## config.mk

```make
export PLATFORM = sky130hd
export DESIGN_NAME = clkctl_regbank
export DESIGN_NICKNAME = d
export VERILOG_FILES = /design/src/rtl/clkctl_pkg.sv /design/src/rtl/clkctl_decode.sv /design/src/rtl/clkctl_cfg_word.sv /design/src/rtl/clkctl_rdmux.sv /design/src/rtl/clkctl_notify_fsm.sv /design/src/rtl/clkctl_regbank.sv
export SDC_FILE = /design/constraint.sdc
export NUM_CORES = 1
export LEC_CHECK = 0
export BUFFER_PORTS_ARGS = -buffer_cell sky130_fd_sc_hd__buf_2
export CORE_MARGIN = 2
export CORE_UTILIZATION = 48
export CTS_CLUSTER_SIZE = 28
export DETAILED_ROUTE_END_ITERATION = 12
export PLACE_DENSITY_LB_ADDON = 0.25
export SYNTH_ARGS = -nofsm -noshare
export SYNTH_HDL_FRONTEND = slang
export SYNTH_SLANG_ARGS = --single-unit
```

## constraint.sdc

```tcl
create_clock -name clk -period 2.2 [get_ports clk]
set_input_delay 0.44 -clock clk [delete_from_list [all_inputs] [get_ports clk]]
set_output_delay 0.44 -clock clk [all_outputs]
set_load 0.02 [all_outputs]
```

## src/rtl/clkctl_pkg.sv

```systemverilog
package clkctl_pkg;

    localparam int DW     = 32;
    localparam int NSLOT  = 8;
    localparam int GATE_N = 3;

    typedef logic [DW-1:0] word_t;

    // Word indices the behaviour depends on
    localparam int IDX_CONST = 18;
    localparam int IDX_PM0   = 23;

    localparam word_t CONST_WORD = 32'h0000_4040;
    localparam word_t PM0_WORD   = 32'h8020_9828;

    // Pack PLL fields: pre-divider [29:26], denominator [25:16], integer [13:10], numerator [9:0]
    function automatic word_t pll_pack(int pre, int den, int intg, int num);
        word_t w;
        w = '0;
        w[29:26] = pre[3:0];
        w[25:16] = den[9:0];
        w[13:10] = intg[3:0];
        w[9:0]   = num[9:0];
        return w;
    endfunction

    // Slot table: mode, pdiv0, pdiv1, mcu pll, sys pll, gate0..2
    localparam int SLOT_IDX [NSLOT] = '{0, 1, 2, 4, 6, 8, 9, 10};

    localparam word_t SLOT_RST [NSLOT] = '{
        32'h074b_0b7b, 32'hff87_0b48, 32'h49fc_fe7f,
        pll_pack(1, 0, 6, 0), pll_pack(1, 4, 12, 1),
        32'hffff_ffff, 32'hffff_ffff, 32'hffff_ffff};

    localparam word_t SLOT_MASK [NSLOT] = '{
        32'h3b6f_dfff, 32'hff9f_3fff, 32'hffff_ffff,
        32'hbfff_3fff, 32'hbfff_3fff,
        32'hffff_ffff, 32'hffff_ffff, 32'hffff_ffff};

    localparam word_t SLOT_SET [NSLOT] = '{
        32'h0400_0000, 32'h0, 32'h0, 32'h0, 32'h0, 32'h0, 32'h0, 32'h0};

    localparam bit SLOT_TRIG [NSLOT] = '{1'b1, 1'b1, 1'b1, 1'b1, 1'b1, 1'b0, 1'b0, 1'b0};

    localparam int SLOT_GATE0 = 5;

    typedef enum logic [1:0] {
        ST_BOOT   = 2'd0,
        ST_NOTIFY = 2'd1,
        ST_IDLE   = 2'd2
    } ntf_state_t;

endpackage

```

## src/rtl/clkctl_decode.sv

```systemverilog
module clkctl_decode
    import clkctl_pkg::*;
#(
    parameter int IDX_W = 10
) (
    input  logic [IDX_W-1:0] idx,
    input  logic             wr,
    output logic [NSLOT-1:0] wr_sel,
    output logic             trig_wr
);
    logic [NSLOT-1:0] trig_mask;

    for (genvar g = 0; g < NSLOT; g++) begin : g_sel
        assign wr_sel[g]    = wr && (idx == IDX_W'(SLOT_IDX[g]));
        assign trig_mask[g] = SLOT_TRIG[g];
    end

    assign trig_wr = |(wr_sel & trig_mask);
endmodule

```

## src/rtl/clkctl_cfg_word.sv

```systemverilog
module clkctl_cfg_word
    import clkctl_pkg::*;
#(
    parameter word_t RST_VAL  = '0,
    parameter word_t WR_MASK  = '1,
    parameter word_t SET_BITS = '0
) (
    input  logic  clk,
    input  logic  rst_n,
    input  logic  we,
    input  word_t wdata,
    output word_t q
);
    always_ff @(posedge clk) begin
        if (!rst_n) begin
            q <= RST_VAL;
        end else if (we) begin
            q <= (wdata & WR_MASK) | SET_BITS;
        end
    end
endmodule

```

## src/rtl/clkctl_rdmux.sv

```systemverilog
module clkctl_rdmux
    import clkctl_pkg::*;
#(
    parameter int IDX_W = 10
) (
    input  logic [IDX_W-1:0]           idx,
    input  logic [NSLOT-1:0][DW-1:0]   slot_q,
    output word_t                      rd_word
);
    logic [NSLOT-1:0][DW-1:0] hit_word;

    for (genvar g = 0; g < NSLOT; g++) begin : g_hit
        assign hit_word[g] = (idx == IDX_W'(SLOT_IDX[g])) ? slot_q[g] : '0;
    end

    always_comb begin
        rd_word = '0;
        for (int i = 0; i < NSLOT; i++) begin
            rd_word = rd_word | hit_word[i];
        end
        if (idx == IDX_W'(IDX_CONST)) rd_word = CONST_WORD;
        if (idx == IDX_W'(IDX_PM0))   rd_word = PM0_WORD;
    end
endmodule

```

## src/rtl/clkctl_notify_fsm.sv

```systemverilog
module clkctl_notify_fsm
    import clkctl_pkg::*;
(
    input  logic clk,
    input  logic rst_n,
    input  logic trig_wr,
    output logic recalc_req
);
    ntf_state_t state_q, state_d;

    always_ff @(posedge clk) begin
        if (!rst_n) state_q <= ST_BOOT;
        else        state_q <= state_d;
    end

    always_comb begin
        state_d = state_q;
        unique case (state_q)
            ST_BOOT:   state_d = ST_NOTIFY;
            ST_NOTIFY: state_d = trig_wr ? ST_NOTIFY : ST_IDLE;
            ST_IDLE:   state_d = trig_wr ? ST_NOTIFY : ST_IDLE;
            default:   state_d = ST_IDLE;
        endcase
    end

    always_comb begin
        recalc_req = 1'b0;
        unique case (state_q)
            ST_NOTIFY: recalc_req = 1'b1;
            ST_BOOT,
            ST_IDLE:   recalc_req = 1'b0;
            default:   recalc_req = 1'b0;
        endcase
    end
endmodule

```

## src/rtl/clkctl_regbank.sv

```systemverilog
module clkctl_regbank
    import clkctl_pkg::*;
#(
    parameter int ADDR_W = 12
) (
    input  logic                 clk,
    input  logic                 rst_n,
    input  logic [ADDR_W-1:0]    bus_addr,
    input  logic                 bus_wr,
    input  logic [31:0]          bus_wdata,
    input  logic                 bus_rd,
    output logic [31:0]          bus_rdata,
    output logic                 recalc_req,
    output logic [31:0]          cfg_mode,
    output logic [31:0]          cfg_pdiv0,
    output logic [31:0]          cfg_pdiv1,
    output logic [31:0]          cfg_mcu_pll,
    output logic [31:0]          cfg_sys_pll,
    output logic [GATE_N*32-1:0] cfg_gate
);
    localparam int IDX_W = ADDR_W - 2;

    logic [IDX_W-1:0]         idx;
    logic [NSLOT-1:0]         wr_sel;
    logic                     trig_wr;
    logic [NSLOT-1:0][DW-1:0] slot_q;
    word_t                    rd_word;

    assign idx = bus_addr[ADDR_W-1:2];

    clkctl_decode #(.IDX_W(IDX_W)) u_decode (
        .idx     (idx),
        .wr      (bus_wr),
        .wr_sel  (wr_sel),
        .trig_wr (trig_wr)
    );

    for (genvar g = 0; g < NSLOT; g++) begin : g_slot
        clkctl_cfg_word #(
            .RST_VAL  (SLOT_RST[g]),
            .WR_MASK  (SLOT_MASK[g]),
            .SET_BITS (SLOT_SET[g])
        ) u_word (
            .clk   (clk),
            .rst_n (rst_n),
            .we    (wr_sel[g]),
            .wdata (bus_wdata),
            .q     (slot_q[g])
        );
    end

    clkctl_rdmux #(.IDX_W(IDX_W)) u_rdmux (
        .idx     (idx),
        .slot_q  (slot_q),
        .rd_word (rd_word)
    );

    clkctl_notify_fsm u_notify (
        .clk        (clk),
        .rst_n      (rst_n),
        .trig_wr    (trig_wr),
        .recalc_req (recalc_req)
    );

    always_ff @(posedge clk) begin
        if (!rst_n)      bus_rdata <= '0;
        else if (bus_rd) bus_rdata <= rd_word;
    end

    assign cfg_mode    = slot_q[0];
    assign cfg_pdiv0   = slot_q[1];
    assign cfg_pdiv1   = slot_q[2];
    assign cfg_mcu_pll = slot_q[3];
    assign cfg_sys_pll = slot_q[4];

    for (genvar k = 0; k < GATE_N; k++) begin : g_gate
        assign cfg_gate[k*32 +: 32] = slot_q[SLOT_GATE0 + k];
    end
endmodule

```

==> metrics.csv, run 1 <==
stage,metric,value,unit
status,status,"finished, final reports clean",
sta,Final Hold Viols,0,
worst_setup_path,Critical Path AT,2.45,ns
power_and_ir_drop,total power draw,10600,uW
global_route,GRT Resource Usage Total,0.345,
drt,DRC viols,0,
sta,minimum clock period,1.98,ns
logic_synthesis,Post-Syn Instances,1529,
logic_synthesis,commonest register cell after synthesis,dfxtp_1,
logic_synthesis,compound-cell area share of the yosys netlist,0.136,
clock_tree,TritonCTS clock tree,done,
clock_tree,hold_buf cts,0,
sta,unrepaired setup endpoints after global routing,false,
logic_synthesis,Synth cell types,63,
placed_design,Final GP Congestion,0.935,
drt,first drt pass iteration count,5,
cells_and_area,end-of-flow core utilization,0.614,
floorplan,Die X,164,um
worst_setup_path,CP startpoint kind,input pin,
power_and_ir_drop,leak pwr,0.00688,uW
power_and_ir_drop,Peak VDD IR,0.546,mV
logic_synthesis,YS warnings,0,
clock_tree,postcts setup bufs,0,
drt,Iteration-0 DRC Markers,1524,
worst_setup_path,Worst R2R Start,g_slot[4].u_word.q[21]$_SDFFE_PN0P_,
clock_tree,H-tree Lvls,1,
worst_setup_path,Required @ worst endpoint,2.66,ns
sta,Tightest Pin Transition,0.537,ns
clock_tree,clk root buf,clkbuf_16,
logic_synthesis,post-synth top area share,0.448,
floorplan,CORE AREA,25100,sq um
worst_setup_path,crit path max fanout,16,
global_route,largest net degree at the start of global routing,114,
floorplan,Die Span Y,164,um
placed_design,hpwl dp,34.7,mm
cells_and_area,post-layout instance area,15400,sq um
worst_hold_path,hold path startpoint,rst_n,
sta,clock skew,0.00836,ns
worst_setup_path,Reg2Reg Depth,4,
clock_tree,Clock transition at path regs,0.06,ns
logic_synthesis,Synth Area in Adders,0.00307,
logic_synthesis,"FFs w/ async S/R, synth",0,
worst_setup_path,crit end category,flip-flop,
placed_design,placed inst area,14600,sq um
clock_tree,Bufs on Longest Clock Path,3,
logic_synthesis,Synth Area in Simple Gates,0.273,
logic_synthesis,Mapped Avg Cell Area,8.00,sq um
worst_hold_path,Min-Delay Endpoint,g_slot[1].u_word.q[29]$_SDFFE_PN1P_,
floorplan,num rows,58,
cells_and_area,Final nets,1893,
sta,Slew headroom,0.638,
drt,Via density,5.80,
worst_setup_path,critical path class,in -> reg,
cells_and_area,fillers,2303,
clock_tree,clk sinks,274,
logic_synthesis,Synth top cells by count,"nand2_1 (509), dfxtp_1 (274), nand3_1 (177)",
worst_hold_path,hold path cells,2,
worst_setup_path,Reg-to-Reg End,bus_rdata[21]$_SDFFE_PN0P_,
logic_synthesis,mapped cell area,12200,sq um
drt,routed len/inst,21.9,um
drt,DRT antenna net count,0,
global_route,GR Overflow Total,0,
floorplan,Die Footprint,26800,sq um
floorplan,Boundary Pins,337,
global_route,first-pass GRT wire length,70.1,mm
flow_run,MaxCap Viol Count,0,
cells_and_area,area delta synth->final,26.1,%
drt,vias post-DR,12700,
sta,Pins Over Slew Limit,0,
worst_hold_path,Worst Hold Class,in -> reg,
global_route,initial antenna violation count,3,
sta,f_max,0.505,GHz
placed_design,placed insts,2142,
logic_synthesis,"Seq/Total Area, Yosys",0.448,
sta,hold_ws,0.198,ns
cells_and_area,non-filler instance count after layout,2188,
drt,routed wire length,48.0,mm
logic_synthesis,top-count cell post-synth,nand2_1,
sta,Final Setup Violations,0,
placed_design,input/output buffers,318,
floorplan,Initial Util,0.487,
logic_synthesis,"flops & latches, synth",274,
cells_and_area,fraction of layout cells with a size suffix above 1,0.276,
logic_synthesis,Yosys top cell by area,dfxtp_1,
worst_setup_path,R2R Setup Slk,0.63,ns
logic_synthesis,Post-Synth XOR/XNOR Area,0.000716,
clock_tree,total CTS buffers,28,
clock_tree,Resized cells post-CTS,0,
power_and_ir_drop,Power Density,685,nW/um^2
logic_synthesis,multiplexer area fraction after synthesis,0.0716,
logic_synthesis,ranking of synthesized cells by area,"dfxtp_1 (45%), nand2_1 (16%), nand3_1 (7.2%), mux2i_1 (4.6%), a21boi_0 (4.2%)",
clock_tree,Worst-Skew Late Latency,0.55,ns
sta,post-route clock period utilization,0.901,
logic_synthesis,"EDFF count, synth",0,
global_route,vias in the first global route,11600,
logic_synthesis,main combinational cell family by area after synthesis,simple AND/OR/NAND/NOR gates,
[metrics by stage]
stage               worst slack, ns  setup TNS (ns)
detailed placement           -0.262          -25.59
CTS                           0.285               0
global route                  0.171               0
global placement             -0.214          -20.38
finish                        0.218               0
floorplan                    0.0876               0
[layout make-up]
cell class                 instances  area, sq um  area share
sequential                       274         5490       0.356
antenna                            2         5.00    0.000324
tap                              330          413      0.0268
timing repair buffer             424         2630       0.171
inverter                           5         18.8     0.00122
multi-input combinational       1109         6000       0.389
clock inverter                     2         35.0     0.00227
clock buffer                      42          835      0.0541
[worst max-delay path, stage by stage]
cell	delay [ns]
buf_2	0.11
or4_4	0.59
or3_1	0.47
buf_4	0.21
nor2_4	0.18
buf_12	0.19
nand2_1	0.06
a21boi_0	0.18
[cells by family after synthesis]
logic type,after synthesis
other cells,2
simple gates,779
flops,274
compound gates,229
mux,81
buf+inv,160
xor+xnor,1
fa+ha+maj,3
[metal layers]
layer | global-route usage | part of all wire | vias to the layer above
met4 | 0.113 | 0.035 | 2
met5 | 0 | 0.00015 | -
met1 | 0.481 | 0.41 | 5981
li1 | - | - | 5759
met3 | 0.0871 | 0.12 | 111
met2 | 0.522 | 0.43 | 843
[cell usage in the layout, fill, tap and decap left out, types with 3 or more instances in the layout]
cell type | synthesis | routed
a31oi_1 | 5 | 5
mux4_2 | 3 | 3
nor2_2 | 0 | 5
a21boi_1 | 14 | 14
o32ai_1 | 5 | 5
nand2_1 | 509 | 509
nor2b_1 | 5 | 5
inv_1 | 5 | 5
o21ai_1 | 5 | 5
a211oi_2 | 3 | 3
ha_1 | 3 | 3
a32oi_1 | 8 | 8
a211oi_1 | 7 | 7
buf_12 | 0 | 19
mux2i_1 | 56 | 56
buf_4 | 35 | 88
nand3b_1 | 3 | 3
clkbuf_16 | 0 | 29
conb_1 | 2 | 16
nand3_1 | 177 | 177
clkbuf_8 | 0 | 6
o21ai_0 | 25 | 25
nor2_1 | 43 | 38
o22ai_1 | 8 | 8
buf_2 | 45 | 316
mux2_2 | 22 | 22
a21boi_0 | 68 | 68
a22oi_1 | 14 | 14
o221ai_1 | 4 | 4
dfxtp_1 | 274 | 274
a311oi_1 | 3 | 3
a221oi_1 | 6 | 6
nor2_4 | 3 | 3
a21oi_1 | 22 | 22
or3_1 | 5 | 5
clkbuf_1 | 68 | 7
o211ai_1 | 4 | 4
a22o_1 | 11 | 11
nor3_1 | 18 | 17
[flip-flops by register name (all words and copies together) (netlist names)]
signal	cells
u_notify.state_q	2
bus_rdata	32
g_slot.u_word.q	240
[report_power, final]
group | internal, uW | leakage (uW) | switching, uW | total [uW]
combinational | 304 | 0.00424 | 582 | 886
sequential | 5000 | 0.00222 | 32.3 | 5040
clock | 2690 | 0.000427 | 1950 | 4640
[worst max path at each step]
stage	startpoint	to	slack (ns)	cells past startpoint
floorplan	bus_addr[10]	bus_rdata[19]$_SDFFE_PN0P_	0.09	6
global placement	bus_addr[7]	g_slot[2].u_word.q[7]$_SDFFE_PN0P_	-0.21	8
detailed placement	bus_addr[7]	g_slot[2].u_word.q[29]$_SDFFE_PN0P_	-0.26	8
CTS	bus_addr[7]	g_slot[2].u_word.q[16]$_SDFFE_PN0P_	0.28	8
global route	bus_addr[7]	g_slot[4].u_word.q[6]$_SDFFE_PN0P_	0.17	7
finish	bus_addr[7]	g_slot[2].u_word.q[8]$_SDFFE_PN0P_	0.22	8
Note: power is estimated with default switching activity, not from simulation.
==> run 2, diff against run 1 <==
CORE_UTILIZATION = 49   (was 48)
CTS_BUF_LIST = sky130_fd_sc_hd__clkbuf_8   (was default)
PLACE_DENSITY_LB_ADDON = 0.05   (was 0.25)
==> run 2 against run 1 <==
  * Non-clock buffer count is 15 higher
  * Clock-buffer cell count is 17 higher
  * Critical path depth stayed put
  * Hold slack worse by 0.0021 ns
  * Largest power group unchanged
  * Critical endpoint is now bus_rdata[16]$_SDFFE_PN0P_
  * Critical path type unchanged
  * Sequential power hardly changed
==> metrics.csv, run 2 (synthesized netlist as in run 1, its figures left out) <==
stage,metric,value,unit
power_and_ir_drop,total power draw,10400,uW
cells_and_area,fillers,2251,
global_route,first-pass GRT wire length,70.7,mm
drt,routed len/inst,21.4,um
worst_setup_path,crit path max fanout,8,
global_route,initial antenna violation count,1,
global_route,vias in the first global route,11500,
power_and_ir_drop,Peak VDD IR,0.488,mV
clock_tree,TritonCTS clock tree,done,
cells_and_area,Largest register FFs,240,
sta,Final Setup Violations,0,
cells_and_area,fraction of layout cells with a size suffix above 1,0.290,
clock_tree,Bufs on Longest Clock Path,3,
sta,minimum clock period,1.96,ns
clock_tree,H-tree Lvls,2,
floorplan,Die Footprint,26300,sq um
worst_hold_path,hold path cells,3,
worst_setup_path,crit-path cells,"buf_2, or4_4, buf_4, or2_1, buf_4, nor2_1, a31oi_1, a311oi_2",
sta,Tightest Pin Transition,0.621,ns
worst_setup_path,crit end category,flip-flop,
status,status,"finished, final reports clean",
cells_and_area,end-of-flow core utilization,0.638,
sta,Pins Over Slew Limit,0,
sta,unrepaired setup endpoints after global routing,false,
cells_and_area,Final nets,1926,
worst_setup_path,Reg2Reg Depth,6,
floorplan,Die X,162,um
floorplan,Die Span Y,162,um
worst_setup_path,critical path class,in -> reg,
power_and_ir_drop,Power Density,668,nW/um^2
sta,clock skew,0.0207,ns
drt,DRC viols,0,
cells_and_area,biggest regs,"g_slot.u_word.q (240), bus_rdata (32), u_notify.state_q (2)",
cells_and_area,largest register by flop count,g_slot.u_word.q,
clock_tree,total CTS buffers,46,
placed_design,input/output buffers,318,
global_route,GRT Resource Usage Total,0.354,
placed_design,Final GP Congestion,0.901,
sta,post-route clock period utilization,0.890,
clock_tree,clk root buf,clkbuf_8,
floorplan,CORE AREA,24400,sq um
worst_setup_path,slowest cell on the critical path,or4_4,
worst_hold_path,Worst Hold Class,in -> reg,
worst_setup_path,family with the most delay on the worst path,simple AND/OR/NAND/NOR gates,
worst_setup_path,CP startpoint kind,input pin,
power_and_ir_drop,leak pwr,0.00707,uW
global_route,largest net degree at the start of global routing,67,
drt,routed wire length,47.9,mm
worst_setup_path,worst stage delay on the critical path,0.56,ns
floorplan,Initial Util,0.502,
clock_tree,postcts setup bufs,0,
drt,DRT antenna net count,0,
sta,f_max,0.511,GHz
cells_and_area,"commonest non-fill, non-tap cell in the layout",nand2_1,
drt,vias post-DR,12700,
worst_setup_path,Buf/Inv on CP,3,
placed_design,pre-CTS setup slack,-0.300,ns
sta,PnR worst setup slack,0.242,ns
worst_setup_path,Levels on crit path,8,
sta,Final Hold Viols,0,
drt,Via density,5.66,
cells_and_area,area delta synth->final,27.1,%
drt,first drt pass iteration count,5,
flow_run,MaxCap Viol Count,0,
worst_setup_path,CP dominant cell by count,buf_4,
floorplan,Boundary Pins,337,
clock_tree,Resized cells post-CTS,0,
clock_tree,Worst-Skew Late Latency,0.56,ns
clock_tree,Clock transition at path regs,0.06,ns
worst_setup_path,Required @ worst endpoint,2.67,ns
placed_design,hpwl dp,34.9,mm
clock_tree,clk sinks,274,
cells_and_area,most frequent cells in the layout,"nand2_1 (509), buf_2 (316), dfxtp_1 (274), nand3_1 (177), buf_4 (104)",
worst_setup_path,Critical Path AT,2.43,ns
floorplan,num rows,57,
drt,Iteration-0 DRC Markers,1431,
sta,Slew headroom,0.586,
global_route,GR Overflow Total,0,
clock_tree,hold_buf cts,0,
==> run 2: cell types whose count changed in the layout (fill, tap and decap cells not counted), sizes merged <==
cell    previous run  this run
buf              424       439
bufinv             1         0
clkbuf            42        59
clkinv             1         5
diode              2         1
inv                5        24
==> run 2: metal layers <==
| layer | vias up | global-route usage | wire [um] |
|---|---|---|---|
| li1 | 5845 | - | - |
| met1 | 6007 | 0.523 | 20800 |
| met2 | 734 | 0.531 | 20800 |
| met3 | 65 | 0.0666 | 5430 |
| met4 | 0 | 0.0893 | 907 |
| met5 | - | 0 | 0 |
==> run 2: report_power, final <==
| part | total (uW) | internal [uW] | switching, uW |
|---|---|---|---|
| clock network | 4450 | 2390 | 2050 |
| registers | 5040 | 5010 | 31.5 |
| logic | 902 | 321 | 581 |
| total | 10400 | 7720 | 2660 |
==> run 2: layout make-up <==
| class | instances | area [sq um] | share of cell area |
|---|---|---|---|
| Sequential cell | 274 | 5490 | 0.353 |
| Antenna cell | 1 | 2.50 | 0.000161 |
| Inverter | 5 | 18.8 | 0.00121 |
| Timing Repair Buffer | 439 | 2730 | 0.176 |
| Multi-Input combinational cell | 1109 | 6000 | 0.386 |
| Tap cell | 324 | 405 | 0.0261 |
| Clock buffer | 59 | 812 | 0.0522 |
| Clock inverter | 24 | 96.3 | 0.00619 |
==> run 2: metrics by stage <==
step	setup TNS, ns	area [sq um]	hold WS (ns)	cells
global route	0	15600	0.199	2234
CTS	0	15600	0.180	2234
global placement	-27.75	14600	0.445	2151
floorplan	0	12300	0.540	1543
finish	0	15600	0.196	2235
detailed placement	-34.81	14600	0.452	2151
==> run 2: worst register-to-register path, cell delays in order (launching register included) <==
cell and delay (ns):
dfxtp_1 0.33, mux4_2 0.51, nand2_1 0.09, o21ai_0 0.17, buf_4 0.19, a21oi_1 0.14
nor3_1 0.07
==> run 2: final timing paths <==
path | slack (ns) | end | startpoint
worst max register to register | 0.61 | bus_rdata[19]$_SDFFE_PN0P_ | g_slot[4].u_word.q[19]$_SDFFE_PN0P_
worst min-delay path | 0.20 | g_slot[2].u_word.q[30]$_SDFFE_PN1P_ | bus_wdata[30]
worst max-delay path | 0.24 | bus_rdata[16]$_SDFFE_PN0P_ | bus_addr[7]
worst min register to register | 0.46 | bus_rdata[23]$_SDFFE_PN0P_ | bus_rdata[23]$_SDFFE_PN0P_
